`src/rtl/mcu_power_pkg.sv`:
```
package mcu_power_pkg;

  typedef enum logic [1:0] {
    MODE_RUN  = 2'd0,
    MODE_IDLE = 2'd1,
    MODE_PD   = 2'd2
  } pwrMode_e;

  // Strobes from the mode control to the datapath
  typedef struct packed {
    logic inRun;
    logic inIdle;
    logic inPd;
  } ctrlStrobes_t;

  localparam int PCON_IDLE_BIT = 0;
  localparam int PCON_PD_BIT   = 1;
  localparam int PCON_WIDTH    = 2;

endpackage

```
`src/rtl/mcu_power_ctrl_fsm.sv`:
```
module mcu_power_ctrl_fsm
  import mcu_power_pkg::*;
#(
  parameter int NUM_IRQ = 5
) (
  input  logic                  clkOsc,
  input  logic                  powerOnRstN,
  input  logic                  coreRst,
  input  logic                  pconWrEn,
  input  logic [PCON_WIDTH-1:0] pconWrData,
  input  logic [NUM_IRQ-1:0]    intReq,
  output ctrlStrobes_t          strobes
);

  pwrMode_e modeQ, modeNext;
  logic     wakeReq;

  assign wakeReq = |intReq;

  always_comb begin
    modeNext = modeQ;
    unique case (modeQ)
      MODE_RUN: begin
        if (pconWrEn) begin
          if (pconWrData[PCON_PD_BIT]) begin
            modeNext = MODE_PD;          // power-down wins over idle
          end else if (pconWrData[PCON_IDLE_BIT]) begin
            modeNext = MODE_IDLE;
          end
        end
      end
      MODE_IDLE: begin
        if (wakeReq) begin
          modeNext = MODE_RUN;           // idle bit cleared on wake
        end
      end
      MODE_PD: begin
        modeNext = MODE_PD;              // only a reset leaves
      end
      default: modeNext = MODE_RUN;
    endcase
  end

  always_ff @(posedge clkOsc or negedge powerOnRstN) begin
    if (!powerOnRstN) begin
      modeQ <= MODE_RUN;
    end else if (coreRst) begin
      modeQ <= MODE_RUN;
    end else begin
      modeQ <= modeNext;
    end
  end

  always_comb begin
    strobes.inRun  = (modeQ == MODE_RUN);
    strobes.inIdle = (modeQ == MODE_IDLE);
    strobes.inPd   = (modeQ == MODE_PD);
  end

endmodule

```
`src/rtl/mcu_power_ctrl_dp.sv`:
```
module mcu_power_ctrl_dp
  import mcu_power_pkg::*;
#(
  parameter int SYNC_STAGES = 2,
  parameter int QUAL_CYCLES = 24
) (
  input  logic         clkOsc,
  input  logic         powerOnRstN,
  input  logic         rstPin,
  input  logic         extProgMem,
  input  ctrlStrobes_t strobes,
  output logic         coreRst,
  output logic         machClk,
  output logic         cpuClkEn,
  output logic         periphClkEn,
  output logic         oscRunEn,
  output logic         pinOvrEn,
  output logic         aleLvl,
  output logic         psenLvl,
  output logic         p0Float,
  output logic         p2Addr
);

  localparam int CNT_W = $clog2(QUAL_CYCLES + 1);

  // reset pin synchronizer
  logic [SYNC_STAGES-1:0] syncChain;
  logic                   syncRst;

  generate
    if (SYNC_STAGES == 1) begin : g_sync1
      always_ff @(posedge clkOsc or negedge powerOnRstN) begin
        if (!powerOnRstN) syncChain <= '0;
        else              syncChain <= rstPin;
      end
    end else begin : g_syncN
      always_ff @(posedge clkOsc or negedge powerOnRstN) begin
        if (!powerOnRstN) syncChain <= '0;
        else              syncChain <= {syncChain[SYNC_STAGES-2:0], rstPin};
      end
    end
  endgenerate

  assign syncRst = syncChain[SYNC_STAGES-1];

  // qualification counter and reset register
  logic [CNT_W-1:0] qualCnt;
  logic             qualDone;
  logic             coreRstQ;

  assign qualDone = (qualCnt == CNT_W'(QUAL_CYCLES - 1));

  always_ff @(posedge clkOsc or negedge powerOnRstN) begin
    if (!powerOnRstN) begin
      qualCnt  <= '0;
      coreRstQ <= 1'b1;
    end else if (!syncRst) begin
      qualCnt  <= '0;
      coreRstQ <= 1'b0;
    end else if (qualDone) begin
      coreRstQ <= 1'b1;
    end else begin
      qualCnt  <= qualCnt + CNT_W'(1);
    end
  end

  assign coreRst = coreRstQ;

  // divide-by-two machine clock, frozen in power-down
  logic phaseQ;

  always_ff @(posedge clkOsc or negedge powerOnRstN) begin
    if (!powerOnRstN)      phaseQ <= 1'b0;
    else if (!strobes.inPd) phaseQ <= ~phaseQ;
  end

  assign machClk = phaseQ;

  // clock enables
  assign cpuClkEn    = strobes.inRun & ~coreRstQ;
  assign periphClkEn = ~strobes.inPd;
  assign oscRunEn    = ~strobes.inPd | rstPin;

  // pin overrides in the low-power modes
  logic lowPower;
  assign lowPower = strobes.inIdle | strobes.inPd;

  always_comb begin
    pinOvrEn = lowPower;
    aleLvl   = strobes.inIdle;
    psenLvl  = strobes.inIdle;
    p0Float  = lowPower & extProgMem;
    p2Addr   = strobes.inIdle & extProgMem;
  end

endmodule

```
`src/rtl/mcu_power_ctrl.sv`:
```
module mcu_power_ctrl
  import mcu_power_pkg::*;
#(
  parameter int NUM_IRQ      = 5,
  parameter int SYNC_STAGES  = 2,
  parameter int OSC_PER_MC   = 12,
  parameter int RST_MC_COUNT = 2
) (
  input  logic                  clkOsc,
  input  logic                  powerOnRstN,
  input  logic                  rstPin,
  input  logic                  pconWrEn,
  input  logic [PCON_WIDTH-1:0] pconWrData,
  input  logic [NUM_IRQ-1:0]    intReq,
  input  logic                  extProgMem,
  output logic                  machClk,
  output logic                  cpuClkEn,
  output logic                  periphClkEn,
  output logic                  oscRunEn,
  output logic                  coreRst,
  output logic                  pinOvrEn,
  output logic                  aleLvl,
  output logic                  psenLvl,
  output logic                  p0Float,
  output logic                  p2Addr
);

  localparam int QUAL_CYCLES = OSC_PER_MC * RST_MC_COUNT;

  ctrlStrobes_t strobes;

  mcu_power_ctrl_fsm #(.NUM_IRQ(NUM_IRQ)) u_fsm (
    .clkOsc      (clkOsc),
    .powerOnRstN (powerOnRstN),
    .coreRst     (coreRst),
    .pconWrEn    (pconWrEn),
    .pconWrData  (pconWrData),
    .intReq      (intReq),
    .strobes     (strobes)
  );

  mcu_power_ctrl_dp #(
    .SYNC_STAGES (SYNC_STAGES),
    .QUAL_CYCLES (QUAL_CYCLES)
  ) u_dp (
    .clkOsc      (clkOsc),
    .powerOnRstN (powerOnRstN),
    .rstPin      (rstPin),
    .extProgMem  (extProgMem),
    .strobes     (strobes),
    .coreRst     (coreRst),
    .machClk     (machClk),
    .cpuClkEn    (cpuClkEn),
    .periphClkEn (periphClkEn),
    .oscRunEn    (oscRunEn),
    .pinOvrEn    (pinOvrEn),
    .aleLvl      (aleLvl),
    .psenLvl     (psenLvl),
    .p0Float     (p0Float),
    .p2Addr      (p2Addr)
  );

endmodule

```
`config.mk`:
```
export PLATFORM = sky130hd
export DESIGN_NAME = mcu_power_ctrl
export DESIGN_NICKNAME = d
export VERILOG_FILES = /design/src/rtl/mcu_power_pkg.sv /design/src/rtl/mcu_power_ctrl_fsm.sv /design/src/rtl/mcu_power_ctrl_dp.sv /design/src/rtl/mcu_power_ctrl.sv
export SDC_FILE = /design/constraint.sdc
export NUM_CORES = 1
export LEC_CHECK = 0
export BUFFER_PORTS_ARGS = -buffer_cell sky130_fd_sc_hd__clkbuf_2
export CORE_AREA = 5 5 42 44
export CTS_CLUSTER_SIZE = 30
export DETAILED_ROUTE_END_ITERATION = 16
export DIE_AREA = 0 0 47 49
export PLACE_DENSITY = 0.8
export SYNTH_ARGS = -nofsm -noshare
export SYNTH_HDL_FRONTEND = slang
export SYNTH_HIERARCHICAL = 1
export SYNTH_SLANG_ARGS = --single-unit
```
`constraint.sdc`:
```
create_clock -name clkOsc -period 1.8 [get_ports clkOsc]
set_clock_uncertainty 0.15 [all_clocks]
set_input_delay 0.27 -clock clkOsc [delete_from_list [all_inputs] [get_ports clkOsc]]
set_output_delay 0.27 -clock clkOsc [all_outputs]
set_load 0.05 [all_outputs]
```
==> results.txt <==
The logs give 38.30% for the initial cell density of the core and 0.6831 for the final RePlAce weighted congestion. After Yosys synthesis, full adders, half adders and majority gates account for 2.331% of the synthesized area. The worst-case IR drop observed on VDD is 0.0004971 V.

Data on the critical path is required at its endpoint by 1.38 ns. The post-route worst setup slack was -0.009826 ns; the number of buffers added by the clock tree synthesis step was 3. The total die area was 0.002303 mm2; the standby leakage power was 0.3764 nW. Global routing consumed, over all layers together, 12.30% of the routing resources. The first global-routing pass estimated 1952 um of wire. For the worst setup path, the data arrival time is 1.39 ns. The run gives 0 as the antenna diode count. The flow ran to the end, but the final reports show violations.

For this run, the number of Yosys warnings is 6. TritonCTS built the clock tree. The area share of xor/xnor cells in the synthesized design was 4.895%. The finished layout holds 95 standard cells, fillers aside.

The tools report the final max-slew violation count as 0. The post-synthesis share of cell area spent on and, or, nand and nor gates is 29.37%. The number of standard cells after synthesis is 51, and the delay of the slowest cell on the worst path is 0.37 ns. The tools report the number of search-and-repair iterations in the first detailed-routing pass as 4. Area growth from synthesis to layout: 38.93%.

The final critical-path share of the clock period is 100.5%, and the count of clock tree sinks is 11. The total of buffers placed on input and output ports came out at 21. The signal on the critical path passes through and2b_2, or2_4, and2_4, clkbuf_16. The later pin in the worst-skew pair is clocked with a latency of 0.26 ns. The top cell types in the final layout, fill and taps aside, are clkbuf_2 (16), dfrtp_1 (10), nand3_1 (6), clkbuf_4 (5). The logs give 1 for the count of endpoints failing setup in the final report and 93 for the number of nets in the layout. On the critical path, the stage with the largest delay is an instance of dfrtp_1. The logs give 19 for the number of DRC violations after detailed-routing iteration 0 and 0 for the residual DRC count.

Worst min-delay path category: in -> reg. The synthesized netlist devotes 7.692% of its cell area to compound gates. The dominant combinational cell family by area after synthesis was simple AND/OR/NAND/NOR gates. Ranked by total cell area, the synthesized netlist is headed by dfrtp_1 (47%), nand3_1 (5.6%), dfstp_2 (4.9%), and2_1 (4.7%), xnor2_1 (3.3%). For the pin with the worst max-slew slack, the measured transition is 0.2736 ns. The synthesized design spends more area on one cell type than any other, namely dfrtp_1. Setup repair after global routing could not meet its margin everywhere.

Max-cap violations in this run came to 0. In this run the biggest area consumer among cell types represents 46.62% of the synthesized area. Dividing total power by cell area gives a power density of 758.1 mW/mm2. In this run the deepest clock path goes through 2 buffers. In this run the most critical hold path is launched from pconWrData[1]. The worst setup path is launched from a register. After synthesis, flip-flops and latches occupy 51.52% of the total area. The die outline height is 49 um. Dividing the detail-routed wire length by the instance count gives 11.99 um.

For the number of placed I/O pins, the log shows 22. A synthesized cell averages 10.52 um2. The number of H-tree levels was 1; the core region area was 0.001401 mm2. When the netlist entered floorplanning its net count stood at 64.

Timing would allow up to 552.5 MHz. The tools report the number of failing hold endpoints at the final stage as 0. Overall via count from detail_route: 473. The initialized floorplan defines 14 standard-cell rows. The run gives 276.5 um2 as the area used by sequential logic in the layout.

Leaving out fill and tap cells, the most frequent cell in the layout is clkbuf_2. The register clock-pin slew on the reported worst setup and hold paths is 0.06 ns. The run gives 0 as the initial antenna violation count. The run gives 1139 um as the total routed wirelength. Entering global routing, the biggest net connects 12 pins.

The worst pin sits at a relative slew slack of 81.61%. For the via count of the first global-routing pass, the log shows 482. Dividing the detail-routed via count by the number of cells gives 4.979. On the final layout, the worst hold slack is 0.08544 ns. The die width is 47 um. Measured against the total synthesized area, the mux share comes to 0%. The routed design could run at a clock period as short as 1.810 ns. The checks that failed: setup timing.

Counting distinct cell types in the post-synthesis netlist gives 26. The number of antenna-violating nets in the routed design came out at 0. The launch instance of the worst register-to-register path is u_dp/qualCnt[0]$_DFFE_PN0P_. Counting tap cells, the placed design contains a total of 88 instances. Detailed placement ended at an HPWL of 874.7 um. The run gives 536.8 um2 as the cell area after technology mapping. Summing all multi-input logic gate instances after layout gives 242.7 um2. The synthesized design contains 11 register bits.

The number of filler instances in the final layout came out at 132. Of all nets on the critical path, the largest fanout is 3. The tools report the launch point of the critical path as u_fsm/modeQ[0]$_DFFE_PN0P_. Of the cells placed in the final design, the portion with a size suffix greater than 1 is 43.04%.

The worst setup path is captured at a primary output. For this run the aggregate overflow at the end of global routing stands at 0. The worst setup path is of the reg -> out kind. The root buffer cell chosen for the clock tree is clkbuf_4.
state kept, by name, summed over array words and instances, names as in the netlist:
name            count
u_dp/coreRst        1
u_dp/qualCnt        5
u_fsm/modeQ         2
u_dp/machClk        1
u_dp/syncChain      2
through the flow:
step / total power [mW] / util, % / TNS [ns] / setup slack [ns] / cell area, um2
after detailed placement: 0.3980 / 47.41 / 0 / 0.08143 / 664.4
after global placement: 0.3963 / 47.41 / 0 / 0.1179 / 664.4
after global routing: 0.6035 / 53.21 / -0.07110 / -0.07110 / 745.7
final: 0.5653 / 53.21 / -0.009826 / -0.009826 / 745.7
after floorplan: 0.3593 / - / 0 / 0.04009 / 539.3
after CTS: 0.5767 / 52.86 / -0.02414 / -0.02414 / 740.7
worst max-delay path, delay by kind of cell, from the launching register on:
family	cells	cell delay (ns)
buffers and inverters	1	0.16
flip-flops	1	0.37
AND/OR/NAND/NOR	3	0.60
cells in the mapped netlist (all sizes together):
master,n
dfrtp,10
nand3,6
and2,4
nor2,3
o21ai,3
buf,2
inv,2
nand2,2
nand2b,2
nor2b,2
xnor2,2
a21boi,1
a21oi,1
a31oi,1
and2b,1
dfstp,1
ha,1
nand3b,1
nand4b,1
nor3,1
nor4,1
o31ai,1
or2,1
xor2,1
path summary, 6_finish.rpt:
kind                                                to  slack (ns)  cells after the start
max                                            p0Float       -0.01                      4
min                         u_fsm/modeQ[0]$_DFFE_PN0P_        0.09                      2
max reg2reg                u_dp/qualCnt[0]$_DFFE_PN0P_        0.42                      4
min reg2reg                u_dp/syncChain[1]$_DFF_PN0_        0.24                      0
max in group asynchronous     u_dp/coreRst$_DFFE_PN1P_        0.97                      2
min in group asynchronous  u_dp/qualCnt[2]$_DFFE_PN0P_        0.26                      2
cell type report:
cell class	count	area share, %
multi-input cells	36	32.55
inverters	2	1.007
clock buffers	4	3.523
well taps	16	2.685
repair buffers	26	23.15
flip-flops and latches	11	37.08
report_power, final:
| group | switching, mW | internal, mW |
|---|---|---|
| combinational | 0.0774 | 0.0427 |
| sequential | 0.0163 | 0.267 |
| clock | 0.0765 | 0.0856 |
routing by layer:
| layer | share of wire [%] | wire length [um] | up-vias | global-route usage (%) |
|---|---|---|---|---|
| met3 | 11 | 120 | 2 | 5.904 |
| met5 | 0 | 0 | - | 0 |
| met2 | 49 | 562 | 21 | 18.55 |
| met4 | 1.1 | 12 | 0 | 8.295 |
| met1 | 39 | 444 | 221 | 12.93 |
| li1 | - | - | 229 | - |
timing repair:
action,in CTS,in global routing
endpoints found under the setup margin,2,5
hold buffers,2,0
resized for setup,4,6
pin swaps,2,0
endpoints found under the hold margin,12,0
setup buffers,1,0
cell families (layout without fill, tap and decap cells):
family | count (synthesis) | in the layout
compound gates | 7 | 7
xor+xnor | 3 | 3
fa+ha+maj | 1 | 1
buf+inv | 4 | 32
flops | 11 | 11
simple gates | 25 | 25
No activity file was read; power rests on OpenSTA's default activity.
